===== src/rtl/srp_pkg.sv =====
package srp_pkg;
  localparam int REG_W    = 8;
  localparam int ADDR_W   = 4;
  localparam int OP_W     = 3;
  localparam int NUM_REGS = 11;

  localparam logic [OP_W-1:0] OP_READ  = 3'b110;
  localparam logic [OP_W-1:0] OP_WRITE = 3'b111;

  typedef enum logic [1:0] {CMD_NONE, CMD_READ, CMD_WRITE} cmd_e;

  function automatic cmd_e decode_op(input logic [OP_W-1:0] op);
    case (op)
      OP_READ:  return CMD_READ;
      OP_WRITE: return CMD_WRITE;
      default:  return CMD_NONE;
    endcase
  endfunction

  function automatic logic [REG_W-1:0] reg_default(input int idx);
    case (idx)
      1:       return 8'h40;
      3:       return 8'h7F;
      7, 8:    return 8'h1F;
      default: return 8'h00;
    endcase
  endfunction

  function automatic logic [REG_W-1:0] reg_wmask(input int idx);
    case (idx)
      4:       return 8'h0F;
      5:       return 8'h3F;
      6:       return 8'h7F;
      7, 8:    return 8'h1F;
      default: return 8'hFF;
    endcase
  endfunction
endpackage


===== src/rtl/srp_sync.sv =====
module srp_sync #(
  parameter int          STAGES  = 2,
  parameter int          W       = 3,
  parameter logic [W-1:0] RST_VAL = '0
) (
  input  logic         clk,
  input  logic         rst_n,
  input  logic [W-1:0] async_i,
  output logic [W-1:0] sync_o
);
  logic [W-1:0] chain [STAGES];

  always_ff @(posedge clk or negedge rst_n) begin
    if (!rst_n) begin
      for (int s = 0; s < STAGES; s++) chain[s] <= RST_VAL;
    end else begin
      chain[0] <= async_i;
      for (int s = 1; s < STAGES; s++) chain[s] <= chain[s-1];
    end
  end

  assign sync_o = chain[STAGES-1];
endmodule


===== src/rtl/srp_frame.sv =====
module srp_frame
  import srp_pkg::*;
#(
  parameter int RW = REG_W,
  parameter int AW = ADDR_W
) (
  input  logic          clk,
  input  logic          rst_n,
  input  logic          cs_active_i,
  input  logic          sck_i,
  input  logic          sdi_i,
  output logic          wr_en_o,
  output logic [AW-1:0] wr_addr_o,
  output logic [RW-1:0] wr_data_o,
  output logic [AW-1:0] rd_addr_o,
  input  logic [RW-1:0] rd_data_i,
  output logic          sdo_o,
  output logic          oe_o
);
  localparam int HDR_W   = OP_W + AW + 1;
  localparam int FRAME_W = HDR_W + RW;
  localparam int CNT_W   = $clog2(FRAME_W);
  localparam logic [CNT_W-1:0] CNT_HDR  = CNT_W'(HDR_W);
  localparam logic [CNT_W-1:0] CNT_LAST = CNT_W'(FRAME_W - 1);

  logic               sck_prev;
  logic               sck_rise, sck_fall;
  logic [CNT_W-1:0]   bit_cnt;
  logic [FRAME_W-2:0] shreg;
  logic [RW-1:0]      out_sh;
  logic               oe_q;
  cmd_e               hdr_cmd, end_cmd;

  assign sck_rise = sck_i & ~sck_prev;
  assign sck_fall = ~sck_i & sck_prev;

  assign hdr_cmd   = decode_op(shreg[HDR_W-1 -: OP_W]);
  assign rd_addr_o = shreg[HDR_W-1-OP_W -: AW];
  assign end_cmd   = decode_op(shreg[FRAME_W-2 -: OP_W]);

  always_ff @(posedge clk or negedge rst_n) begin
    if (!rst_n) sck_prev <= 1'b0;
    else        sck_prev <= sck_i;
  end

  // input side: count and shift on rising edges, commit at the last one
  always_ff @(posedge clk or negedge rst_n) begin
    if (!rst_n) begin
      bit_cnt   <= '0;
      shreg     <= '0;
      wr_en_o   <= 1'b0;
      wr_addr_o <= '0;
      wr_data_o <= '0;
    end else begin
      wr_en_o <= 1'b0;
      if (!cs_active_i) begin
        bit_cnt <= '0;
        shreg   <= '0;
      end else if (sck_rise) begin
        bit_cnt <= (bit_cnt == CNT_LAST) ? '0 : bit_cnt + 1'b1;
        shreg   <= {shreg[FRAME_W-3:0], sdi_i};
        if (bit_cnt == CNT_LAST && end_cmd == CMD_WRITE) begin
          wr_en_o   <= 1'b1;
          wr_addr_o <= shreg[FRAME_W-2-OP_W -: AW];
          wr_data_o <= {shreg[RW-2:0], sdi_i};
        end
      end
    end
  end

  // output side: act on falling edges
  always_ff @(posedge clk or negedge rst_n) begin
    if (!rst_n) begin
      oe_q   <= 1'b0;
      out_sh <= '0;
    end else if (!cs_active_i) begin
      oe_q <= 1'b0;
    end else if (sck_fall) begin
      if (bit_cnt == CNT_HDR) begin
        if (hdr_cmd == CMD_READ) begin
          oe_q   <= 1'b1;
          out_sh <= rd_data_i;
        end
      end else if (bit_cnt == '0) begin
        oe_q <= 1'b0;
      end else if (oe_q) begin
        out_sh <= {out_sh[RW-2:0], 1'b0};
      end
    end
  end

  assign sdo_o = out_sh[RW-1];
  assign oe_o  = oe_q;

  p_commit_on_rise_r3: assert property (@(posedge clk) disable iff (!rst_n)
    wr_en_o |-> $past(sck_rise) && $past(cs_active_i));
  p_drive_from_fall_r4: assert property (@(posedge clk) disable iff (!rst_n)
    $rose(oe_q) |-> $past(sck_fall));
  p_release_on_deselect_r5: assert property (@(posedge clk) disable iff (!rst_n)
    !cs_active_i |=> !oe_q);
  p_count_restart_r6: assert property (@(posedge clk) disable iff (!rst_n)
    !cs_active_i |=> bit_cnt == '0);
endmodule


===== src/rtl/srp_regbank.sv =====
module srp_regbank
  import srp_pkg::*;
#(
  parameter int RW = REG_W,
  parameter int AW = ADDR_W,
  parameter int N  = NUM_REGS
) (
  input  logic          clk,
  input  logic          rst_n,
  input  logic          wr_en_i,
  input  logic [AW-1:0] wr_addr_i,
  input  logic [RW-1:0] wr_data_i,
  input  logic [AW-1:0] rd_addr_i,
  output logic [RW-1:0] rd_data_o,
  output logic [N*RW-1:0] regs_o
);
  logic [RW-1:0] regs [N];

  for (genvar g = 0; g < N; g++) begin : g_reg
    localparam logic [RW-1:0] DEF  = reg_default(g);
    localparam logic [RW-1:0] MASK = reg_wmask(g);
    always_ff @(posedge clk or negedge rst_n) begin
      if (!rst_n)                                  regs[g] <= DEF & MASK;
      else if (wr_en_i && wr_addr_i == AW'(g))     regs[g] <= wr_data_i & MASK;
    end
    assign regs_o[g*RW +: RW] = regs[g];
  end

  always_comb begin
    rd_data_o = '0;
    for (int i = 0; i < N; i++)
      if (rd_addr_i == AW'(i)) rd_data_o = regs[i];
  end

  p_hold_without_write_r2: assert property (@(posedge clk) disable iff (!rst_n)
    !wr_en_i |=> $stable(regs_o));
  p_reserved_write_r10: assert property (@(posedge clk) disable iff (!rst_n)
    (wr_en_i && wr_addr_i >= AW'(N)) |=> $stable(regs_o));
endmodule


===== src/rtl/serial_reg_port.sv =====
module serial_reg_port
  import srp_pkg::*;
#(
  parameter int SYNC_STAGES = 2,
  parameter int RW          = REG_W,
  parameter int AW          = ADDR_W,
  parameter int N           = NUM_REGS
) (
  input  logic          clk,
  input  logic          rst_n,
  input  logic          sel_n_i,
  input  logic          sck_i,
  input  logic          sdat_i,
  output logic          sdat_o,
  output logic          sdat_oe_o,
  output logic [N*RW-1:0] regs_o
);
  logic [2:0]    raw_v, syn_v;
  logic          wr_en;
  logic [AW-1:0] wr_addr, rd_addr;
  logic [RW-1:0] wr_data, rd_data;
  logic          oe_int;

  assign raw_v = {sdat_i, sck_i, sel_n_i};

  srp_sync #(.STAGES(SYNC_STAGES), .W(3), .RST_VAL(3'b001)) u_sync (
    .clk(clk), .rst_n(rst_n), .async_i(raw_v), .sync_o(syn_v)
  );

  srp_frame #(.RW(RW), .AW(AW)) u_frame (
    .clk(clk), .rst_n(rst_n),
    .cs_active_i(~syn_v[0]), .sck_i(syn_v[1]), .sdi_i(syn_v[2]),
    .wr_en_o(wr_en), .wr_addr_o(wr_addr), .wr_data_o(wr_data),
    .rd_addr_o(rd_addr), .rd_data_i(rd_data),
    .sdo_o(sdat_o), .oe_o(oe_int)
  );

  srp_regbank #(.RW(RW), .AW(AW), .N(N)) u_bank (
    .clk(clk), .rst_n(rst_n),
    .wr_en_i(wr_en), .wr_addr_i(wr_addr), .wr_data_i(wr_data),
    .rd_addr_i(rd_addr), .rd_data_o(rd_data), .regs_o(regs_o)
  );

  // drop the driver as soon as select rises, without waiting for the synchroniser
  assign sdat_oe_o = oe_int & ~sel_n_i;

  p_quiet_when_deselected_r5: assert property (@(posedge clk) disable iff (!rst_n)
    sel_n_i |-> !sdat_oe_o);
endmodule


===== config.mk =====
export PLATFORM = sky130hd
export DESIGN_NAME = serial_reg_port
export DESIGN_NICKNAME = d
export VERILOG_FILES = /design/src/rtl/srp_pkg.sv /design/src/rtl/srp_sync.sv /design/src/rtl/srp_frame.sv /design/src/rtl/srp_regbank.sv /design/src/rtl/serial_reg_port.sv
export SDC_FILE = /design/constraint.sdc
export NUM_CORES = 1
export LEC_CHECK = 0
export ABC_AREA = 0
export BUFFER_PORTS_ARGS = -buffer_cell sky130_fd_sc_hd__buf_2
export CAP_MARGIN = 5
export CORE_MARGIN = 3
export CORE_UTILIZATION = 54
export CTS_CLUSTER_DIAMETER = 80
export DETAILED_ROUTE_END_ITERATION = 8
export HOLD_SLACK_MARGIN = 0.12
export PLACE_DENSITY = 0.75
export SETUP_SLACK_MARGIN = 0.2
export SLEW_MARGIN = 5
export SYNTH_ARGS = -nofsm -noshare
export SYNTH_HDL_FRONTEND = slang
export SYNTH_SLANG_ARGS = --single-unit

===== constraint.sdc =====
create_clock -name clk -period 2.26 [get_ports clk]
set_input_delay 0.452 -clock clk [delete_from_list [all_inputs] [get_ports clk]]
set_output_delay 0.452 -clock clk [all_outputs]
set_load 0.02 [all_outputs]

## Word-level counts from Yosys, hierarchy flattened

Index checks and enable logic that the tools add are counted.

| storage, ports and cells | value |
|---|---|
| flip-flop bits (word level) | 123 |
| input bits | 5 |
| output and inout port bits | 90 |
| word-level logic and storage cells | 112 |

| cells by class | value |
|---|---|
| add/sub/neg operators | 1 |
| equality and inequality tests | 31 |
| muxes and demuxes | 30 |
| bitwise gates (word level) | 7 |
| reduce and logical (&&, ||, !) cells | 22 |

Operators with widths:

| cell | count |
|---|---|
| $mux 8 | 15 |
| $eq 4x3->1 const B | 8 |
| $eq 4x4->1 const B | 8 |
| $mux 15 | 2 |
| $eq 4x2->1 const B | 4 |
| $eq 3x3->1 const B | 4 |
| $logic_and 1x1->1 | 12 |
| $logic_not 4->1 | 3 |
| $mux 4 | 3 |
| $eq 4x1->1 const B | 2 |
| $mux 1 | 8 |
| $pmux 2 s2 | 2 |
| $reduce_and 3->1 | 2 |
| $reduce_bool 2->1 | 3 |
| $reduce_and 5->1 | 1 |
| $add 4x1->4 const B | 1 |
| $not 1->1 | 4 |
| $and 1x1->1 | 3 |
| $ne 3x3->1 const B | 1 |
| $reduce_bool 3->1 | 1 |
| $eq 2x1->1 const B | 1 |
| $eq 2x2->1 const B | 1 |
| $ne 2x1->1 const B | 1 |
| $ne 2x2->1 const B | 1 |

## Longest topological paths before layout

Gate-level depths: netlist of the first run.

| depth | value |
|---|---|
| depth in word-level cells | 14 |
| depth in mapped cells | 8 |

## Hierarchy

Synthesis of the first run repeated with hierarchy kept, for this count alone.

| second synthesis, totals | value |
|---|---|
| cells, all modules | 434 |
| area, all modules | 5916.9 um^2 |

Modules (own cells, without submodules):

| module | times used | cells each | area an instance (um^2) | seq. area each (um^2) |
|---|---|---|---|---|
| srp_regbank | 1 | 284 | 3837.4 | 1899.3 |
| srp_frame | 1 | 139 | 1886.8 | 1051.0 |
| srp_sync | 1 | 9 | 175.2 | 152.6 |
| serial_reg_port | 1 | 2 | 17.5 | 0.0 |

## Worst setup path before layout of the first run

No wires, ideal clock.

| path | value |
|---|---|
| path kind | register to register |
| from | reg u_frame.bit_cnt[0] |
| to | reg u_frame.out_sh[3] |
| setup time | 0.135 ns |
| arrival | 1.753 ns |
| data required time | 2.125 ns |
| slack | 0.372 ns |
| stages on the path, launching flop included | 9 |
| cells stage by stage | dfrtp_1 > inv_1 > ha_1 > nand3b_1 > o21ba_2 > a211o_1 > buf_2 > a221oi_1 > o31ai_1 |

| on the way | value |
|---|---|
| longest elaborated chain between the ends | 3 |
| elaborated cells between the ends (all ways) | 7 |
| classes of those cells | 3 x eq/ne; 1 x mux; 3 x reduce/logical |

RTL lines:

| item | line | source |
|---|---|---|
| start, declared | srp_frame.sv:28 | `logic [CNT_W-1:0] bit_cnt;` |
| start signal, assigned | srp_frame.sv:60 | `bit_cnt <= (bit_cnt == CNT_LAST) ? '0 : bit_cnt + 1'b1;` |
| $eq 4x4->1 or $logic_not 4->1 (tied branches) | srp_frame.sv:79, srp_frame.sv:84 |  |
| $ne 2x2->1 (no line), or another cell as far along | -- |  |
| $reduce_and 5->1 (no line) | -- |  |
| end signal, assigned | srp_frame.sv:82 | `out_sh <= rd_data_i;` |
| end signal, assigned | srp_frame.sv:87 | `out_sh <= {out_sh[RW-2:0], 1'b0};` |
| end, declared | srp_frame.sv:30 | `logic [RW-1:0] out_sh;` |

Parallel ways exist; a longest one is shown, timed or not.
A chain may end at the register's enable or synchronous reset.

## Worst setup path in the final report of the first run

Same ends and word-level chain as after synthesis.

==> metrics list, run 1 <==
- The worst hold path belongs to the class flop to flop.
- Switching part of the total power: 0.207
- The clock tree synthesis step divided the H-tree into 4 levels.
* Endpoint type of the worst setup path: flop
* Cts bufs inserted: 17
- P_sw: 0.00106 W
- Total power per unit cell area: between 700 and 800 mW/mm²
* Most frequent cells in the layout: sky130_fd_sc_hd__dfrtp_1 (102), sky130_fd_sc_hd__mux2_2 (87), sky130_fd_sc_hd__buf_2 (80)
* # fillers: between 700 and 800
- The worst pin sits at a relative slew slack of 0.630.
- Number of inserted diodes: 0
- Across every metal layer, demand over resource in global routing totals 0.266.
* Routed len/inst: approximately 21 µm
* Startpoint-to-endpoint class of the critical path: flop to flop
- Once layout is complete, the utilization of the core stands at 0.697.
* Clock transition at the register clock pins on the worst setup and hold paths after CTS: around 0.060 ns
- Floorplan die width: 108 µm
- Count of final hold-check violations: 0
- Sinks on the clock net: between 100 and 150
- Required time of the critical path: 2.65 ns
- Number of warnings issued by yosys: 0
- Final worst hold slack: 0.348 ns
- At the end of routability-driven placement, the weighted congestion stood at about 0.9.
- Via count normalized by instance count: a little under 6
* Setup violators final: 0
* Internal power contribution: between 0.004 and 0.005 W
* Total Negative Setup Slacks: 0 ns
- Library cell used as clock root buffer: sky130_fd_sc_hd__clkbuf_8
* Area of the die: about 0.012 mm²
* Clock network power share: 0.542
* Synth Flop Type: sky130_fd_sc_hd__dfrtp_1
- Entering global routing, the biggest net connects 44 pins.
- For this block, the initial DRC count from the detailed router was ~200.
- Pins Over Slew Limit: 0
- Based on the critical path, the design can be clocked at up to ~0.53 GHz.
- Floorplan core area: 0.0100 mm²
- For this configuration, the core starts out at a cell density of 0.567.
* Flip-flop and latch count after synthesis: around 120
- Rows: 36
* Combinational fraction of design power: 0.024
- The first global-routing pass estimated between 20000 and 25000 µm of wire.
- Overall via count from detail_route: around 4200
- Along the worst path, the maximum fanout reaches 12.
* Worst setup SP type: flop
* Sequential fraction of design power: 0.433
* DRC violations left: 0
- The library cell used most frequently in the layout, excluding fill and tap cells, is sky130_fd_sc_hd__dfrtp_1.
- For the final database, setup skew stands at 0.00630 ns.
- Data arrives at the worst endpoint at between 2 and 2.5 ns.
- Final Power: just over 0.005 W
* Vias in the first global route: roughly 4200
- TritonCTS clock tree: done
- Counting I/O delays and the setup requirement, the final critical path takes between 1.5 and 2 ns.
* Number of instances in the synthesized netlist: approximately 460
* Max rail drop VDD: 0.000366 V
* Routed wire length: 14800 µm
- The number of antenna violations at the first check in global routing came to 0.
- Total Nets Final: around 570
- Worst-skew pair later-pin latency: between 0.5 and 0.6 ns
- 95 I/O pins were placed.
* Average cell area after synthesis: ~12 µm²
- In this run the remaining antenna-violating nets after routing total 0.
- From synthesis to final layout, the design area changed by 22.9%.
- Counting flops with an async set or reset pin after synthesis yields a share of 1.00.
- Setup slack closes at about 0.37 ns.
* Final worst-path cycle share: 0.837
- Post-synth cell types: 62
* Overflow after GRT: 0
- Cell area after synthesis: approximately 0.0057 mm²
- Summed over all cells, the static leakage comes to around 3.4 nW.
- Detailed placer's ending HPWL: about 10000 µm
* Share of synthesized area occupied by flip-flops and latches: 0.547
- Drt first pass iters: 5
* Max Buffers Root-to-Sink: 2
- Height of the die: between 100 and 150 µm
- RSZ-0062 raised after global routing: false
- Counting flops with a built-in enable in the synthesized netlist gives 0.
* Result of the run: finished, final reports clean
- Buffers placed on the I/O ports in this run total between 80 and 90.
- Across the run, the number of max-cap violations was 0.
- Measured slew at the worst slew-check pin: 0.555 ns
- Fraction of layout cells with a size suffix above 1: 0.455
- Worst Setup Slack post-DPL: around 0.29 ns
## worst max-delay path: stages, from the launching register on
cell,delay [ns]
sky130_fd_sc_hd__dfrtp_2,0.44
sky130_fd_sc_hd__inv_1,0.07
sky130_fd_sc_hd__ha_1,0.16
sky130_fd_sc_hd__nand3b_1,0.10
sky130_fd_sc_hd__buf_4,0.19
sky130_fd_sc_hd__a211o_4,0.39
sky130_fd_sc_hd__a221oi_1,0.30
sky130_fd_sc_hd__o31ai_1,0.12
## state kept, by name (all words and copies together) (netlist names)
name and count:
u_bank.regs_o 75, u_frame.wr_en_o 1, u_frame.shreg 15, u_frame.wr_addr_o 4, u_frame.out_sh 8, u_sync.sync_o 3, u_frame.wr_data_o 8, u_frame.sck_prev 1
u_sync.chain 3, u_frame.bit_cnt 4, u_frame.oe_o 1
## layer usage
layer / vias up / wire [µm] / GRT usage
met2: 174 / 6900 / 0.398
met4: 0 / 218 / 0.0848
li1: 1850 / - / -
met1: 2113 / 6620 / 0.378
met3: 14 / 1040 / 0.0740
met5: - / 0 / 0
## synthesized netlist by cell type (all sizes together), types with 2 or more instances
cell / count / area (µm²)
dfrtp: 103 / 2580
mux2: 87 / 980
nor2: 26 / 97.6
buf: 24 / 156
nand2: 23 / 88.8
dfstp: 20 / 526
a22o: 17 / 149
clkbuf: 17 / 63.8
o21ai: 14 / 70.1
a21oi: 13 / 65.1
nand2b: 12 / 75.1
inv: 11 / 41.3
nor3: 9 / 61.3
a22oi: 8 / 60.1
nor2b: 8 / 52.6
nand3: 5 / 25.0
nand3b: 5 / 37.5
mux4: 4 / 90.1
a2111oi: 3 / 26.3
a31oi: 3 / 18.8
mux2i: 3 / 30.0
nand4: 3 / 18.8
o22ai: 3 / 18.8
o31ai: 3 / 22.5
a211oi: 2 / 15.0
a21o: 2 / 15.0
ha: 2 / 25.0
nor3b: 2 / 20.0
nor4: 2 / 12.5
o2bb2ai: 2 / 17.5
or3: 2 / 12.5
## layout make-up
| class | count | area [µm²] | share of cell area |
|---|---|---|---|
| multi-input cells | 298 | 2360 | 0.339 |
| repair buffers | 110 | 673 | 0.0966 |
| clock inverters | 10 | 138 | 0.0197 |
| inverters | 11 | 41.3 | 0.00592 |
| flip-flops and latches | 123 | 3100 | 0.445 |
| clock buffers | 22 | 483 | 0.0693 |
| well taps | 133 | 166 | 0.0239 |
## path summary, 6_finish.rpt
path | startpoint | end | slack (ns) | depth (start not counted)
worst min register to register | u_sync.chain[4]$_DFF_PN0_ | u_sync.sync_o[1]$_DFF_PN0_ | 0.35 | 0
worst min-delay path | u_sync.chain[4]$_DFF_PN0_ | u_sync.sync_o[1]$_DFF_PN0_ | 0.35 | 0
max in group asynchronous | rst_n | u_bank.regs_o[28]$_DFFE_PN1P_ | 1.16 | 3
worst max register to register | u_frame.bit_cnt[0]$_DFFE_PN0P_ | u_frame.out_sh[3]$_DFFE_PN0P_ | 0.37 | 7
worst max-delay path | u_frame.bit_cnt[0]$_DFFE_PN0P_ | u_frame.out_sh[3]$_DFFE_PN0P_ | 0.37 | 7
min in group asynchronous | rst_n | u_bank.regs_o[18]$_DFFE_PN0P_ | 0.43 | 2
## per-stage QoR
step	cell area [µm²]	cells
6_report	6970	707
3_5_place_dp	6280	669
4_1_cts	6940	705
5_1_grt	6970	707
3_3_place_gp	6280	669
2_1_floorplan	5710	473
## kinds of logic after synthesis
| kind of cell | after synthesis | synth area share |
|---|---|---|
| buffers and inverters | 52 | 0.0461 |
| AO/OA/AOI/OAI | 82 | 0.103 |
| multiplexers | 94 | 0.194 |
| other | 1 | 0.000661 |
| flip-flops | 123 | 0.547 |
| XOR/XNOR | 1 | 0.00155 |
| AND/OR/NAND/NOR | 106 | 0.103 |
| adder cells (fa/ha/maj) | 2 | 0.00441 |
## power by group through the flow
stage,logic [W],registers [W],clock network (W)
CTS,0.000126,0.00223,0.00281
detailed placement,0.000120,0.00226,0
global placement,0.000117,0.00226,0
global route,0.000142,0.00223,0.00293
floorplan,0.0000678,0.00226,0
finish,0.000126,0.00223,0.00278
## repair_timing
item,4_1_cts,5_1_grt
hold buffers,4,0
endpoints found under the hold margin,32,0
setup endpoints to repair,0,1
gates resized for setup,0,4
setup buffers,0,2
Note: power is estimated with default switching activity, not from simulation.
==> run 2, diff against run 1 <==
- CORE_UTILIZATION: 54 -> 51
- PLACE_DENSITY: 0.75 -> 0.74
- clock period: 2.26 -> 1.6 ns (I/O delays scaled with it)
==> metrics list, run 2 (synthesis results as in run 1) <==
- DRC violations left: 0 (unchanged)
* Required time of the critical path: 2.04 ns (-0.61 ns)
* Max Buffers Root-to-Sink: 2 (unchanged)
* Detailed placer's ending HPWL: 10600 µm (+4.6%)
- Routed len/inst: 23.7 µm (+13%)
- Setup slack of the worst register-to-register path: -0.28 ns (-0.65 ns)
* Number of design-rule violations left by the first detailed-router iteration: 473 (+130%)
* Floorplan core area: 0.0106 mm² (+5.6%)
- The part of the cycle the worst path needs was 1.18 (+0.340).
- Routability cong.: 0.920 (+4.1%)
- TritonCTS built the clock tree.
- Combined global-route utilization of all metal layers: 0.303 (+0.0372)
- The cell row count is 37 (+2.8%).
- The number of slew-limit violations in the final report came to 0 (unchanged).
* Pin count of the biggest net entering global routing: 69 (+57%)
- The final-stage net count came to 684 (+20%).
- Highest fanout seen on the critical path: 4 (-8)
* Number of I/O pins: 95 (unchanged)
- The hold violation total from the final report came to 0 (unchanged).
* Library cell used as clock root buffer: sky130_fd_sc_hd__clkbuf_8
* Max rail drop VDD: 0.000808 V (+120%)
- Overflow after GRT: 0 (unchanged)
- Violations in the final reports: negative setup slack
- The count of antenna diodes in the layout was 0 (unchanged).
- The number of buffers inserted during clock tree synthesis was 17 (unchanged).
- Worst Path Arrival: 2.32 ns (+0.04 ns)
* Cell with the most instances on the worst path: sky130_fd_sc_hd__buf_6
- Total power per unit cell area: 783 mW/mm² (+6.3%)
- The run finished, with violations left.
- The number of placed cells counting well taps was 706 (+5.5%).
- Count of port buffers added during placement: 81 (unchanged)
- H-Tree Depth: 4 (unchanged)
- Number of flip-flops under the largest register name: 75 (unchanged)
- The post-detailed-route via-to-cell ratio is 6.01 (+2.4%).
- The fraction of layout instances using a drive strength above 1 came to 0.600 (+0.145).
- Overall via count from detail_route: 4964 (+20%)
* Sinks on the clock net: 123 (unchanged)
- The remaining max-slew budget at the tightest pin came to 0.547 (-0.0826).
- Endpoint type of the worst setup path: flop
* Leakage power: 4.30 nW (+25%)
- In the layout the commonest cells are sky130_fd_sc_hd__buf_4 (111), sky130_fd_sc_hd__dfrtp_1 (97), sky130_fd_sc_hd__buf_6 (96).
- The count of filler cells inserted in the layout came to 455 (-38%).
* Setup violators final: 21 (+21)
- The setup TNS came to -3.15 ns (-3.15 ns).
- Final worst hold slack: 0.315 ns (-0.0329 ns)
* Non-filler instance count after layout: 826 (+17%)
* Clock period minus final worst setup slack: 1.88 ns (-0.00867 ns)
- The number of antenna violations at the first check in global routing was 0 (unchanged).
* Worst-skew pair later-pin latency: 0.55 ns (+0.03 ns)
* Type of the worst min-delay path: primary input to async pin
* Worst Setup Slack post-DPL: -0.192 ns (-0.483 ns)
- Achievable clock frequency: 0.531 GHz (+0.46%)
- The utilization after layout was 0.846 (+0.149).
- Most common library cell in the layout ignoring fill and taps: sky130_fd_sc_hd__buf_4
- The overall die width was 111 µm (+2.7%).
- The maximum single-stage delay on the critical path was 0.39 ns (-0.05 ns).
* Post-route worst setup slack: -0.282 ns (-0.651 ns)
- The first-pass GRT wire length was 28900 µm (+24%).
- Measured slew at the worst slew-check pin: 0.679 ns (+0.124 ns)
- Vias in the first global route: 5018 (+20%)
* Clock skew after layout: 0.00964 ns (+0.00334 ns)
* Clock transition at the register clock pins on the worst setup and hold paths after CTS: 0.06 ns (about the same)
- Initial Util: 0.537 (-0.0298)
* RSZ-0062 raised after global routing: true
* Highest-delay cell along the critical path: sky130_fd_sc_hd__dfrtp_1
* Height of the die: 111 µm (+2.7%)
- Critical-path cell list: inv_1 -> ha_2 -> nand3b_1 -> buf_6 -> buf_6 -> a222oi_1 -> o311ai_1 -> a22o_1
- Area growth from synthesis to layout: 57.4%
- The number of nets with antenna violations after routing came to 0 (unchanged).
- Area of the die: 0.0124 mm² (+5.6%)
- The setup path with the least slack is of type flop to flop.
* Drt first pass iters: 5 (unchanged)
- Worst setup SP type: flop
- The detailed-route wire length came to 19600 µm (+32%).
- The count of maximum capacitance violations came to 0 (unchanged).
run 2: cell types whose count changed in the layout (fill, tap and decap cells not counted), moves of 5 or more:
cell	delta
sky130_fd_sc_hd__dfrtp_2	+5
sky130_fd_sc_hd__buf_6	+96
sky130_fd_sc_hd__mux2_4	+69
sky130_fd_sc_hd__nor2_1	-8
sky130_fd_sc_hd__buf_2	-76
sky130_fd_sc_hd__mux2_2	-69
sky130_fd_sc_hd__nor2_2	+7
sky130_fd_sc_hd__clkbuf_1	+5
sky130_fd_sc_hd__o21ai_0	-6
sky130_fd_sc_hd__buf_12	+6
sky130_fd_sc_hd__dfrtp_1	-5
sky130_fd_sc_hd__buf_4	+88
run 2: cell type report:
cell class              count  area (µm²)  share of cell area
clock buffers              23         447              0.0500
clock inverters             9        97.6              0.0109
inverters                  11        41.3             0.00463
multi-input cells         298        2860               0.321
flip-flops and latches    123        3110               0.348
well taps                 136         170              0.0191
repair buffers            226        2200               0.246
run 2: worst paths after layout:
path | start | endpoint | depth (start not counted)
min reg2reg | u_sync.chain[5]$_DFF_PN0_ | u_sync.sync_o[2]$_DFF_PN0_ | 0
min | rst_n | u_bank.regs_o[17]$_DFFE_PN0P_ | 3
max in group asynchronous | rst_n | u_bank.regs_o[64]$_DFFE_PN1P_ | 3
max | u_frame.bit_cnt[0]$_DFFE_PN0P_ | u_frame.out_sh[1]$_DFFE_PN0P_ | 8
max reg2reg | u_frame.bit_cnt[0]$_DFFE_PN0P_ | u_frame.out_sh[1]$_DFFE_PN0P_ | 8
min in group clk | u_sync.chain[5]$_DFF_PN0_ | u_sync.sync_o[2]$_DFF_PN0_ | 0
run 2: repair_timing:
action                     in CTS  in global routing
pin swaps                      12                 25
buffers inserted               61                 21
hold endpoints to repair      126                  0
gates cloned                    1                  1
gates resized for setup       234                 57
hold buffers                    4                  0
setup endpoints to repair     163                174
run 2: where the power goes:
part / switching, W / leakage, nW / internal [W]
clock network: 0.00138 / 0.269 / 0.00224
logic: 0.000152 / 2.41 / 0.0000794
registers: 0.0000105 / 1.62 / 0.00313
run 2: per-layer routing:
layer	vias up	GRT usage	routed length, µm
li1	2078	-	-
met1	2488	0.392	7670
met2	319	0.471	9330
met3	79	0.100	1770
met4	0	0.130	802
met5	-	0	0
run 2: critical path, delay by kind of cell, from the launching register on:
family	cells	cell delay (ns)
DFF	1	0.39
buffers and inverters	3	0.34
and+or+nand+nor	1	0.12
adders and majority gates	1	0.17
AOI/OAI and AO/OA	3	0.75
run 2: per-stage QoR:
stage / total power (W) / instance area, µm²
2_1_floorplan: 0.00329 / 5810
3_3_place_gp: 0.00338 / 6690
3_5_place_dp: 0.00339 / 6690
4_1_cts: 0.00696 / 8560
5_1_grt: 0.00717 / 8930
6_report: 0.00699 / 8930
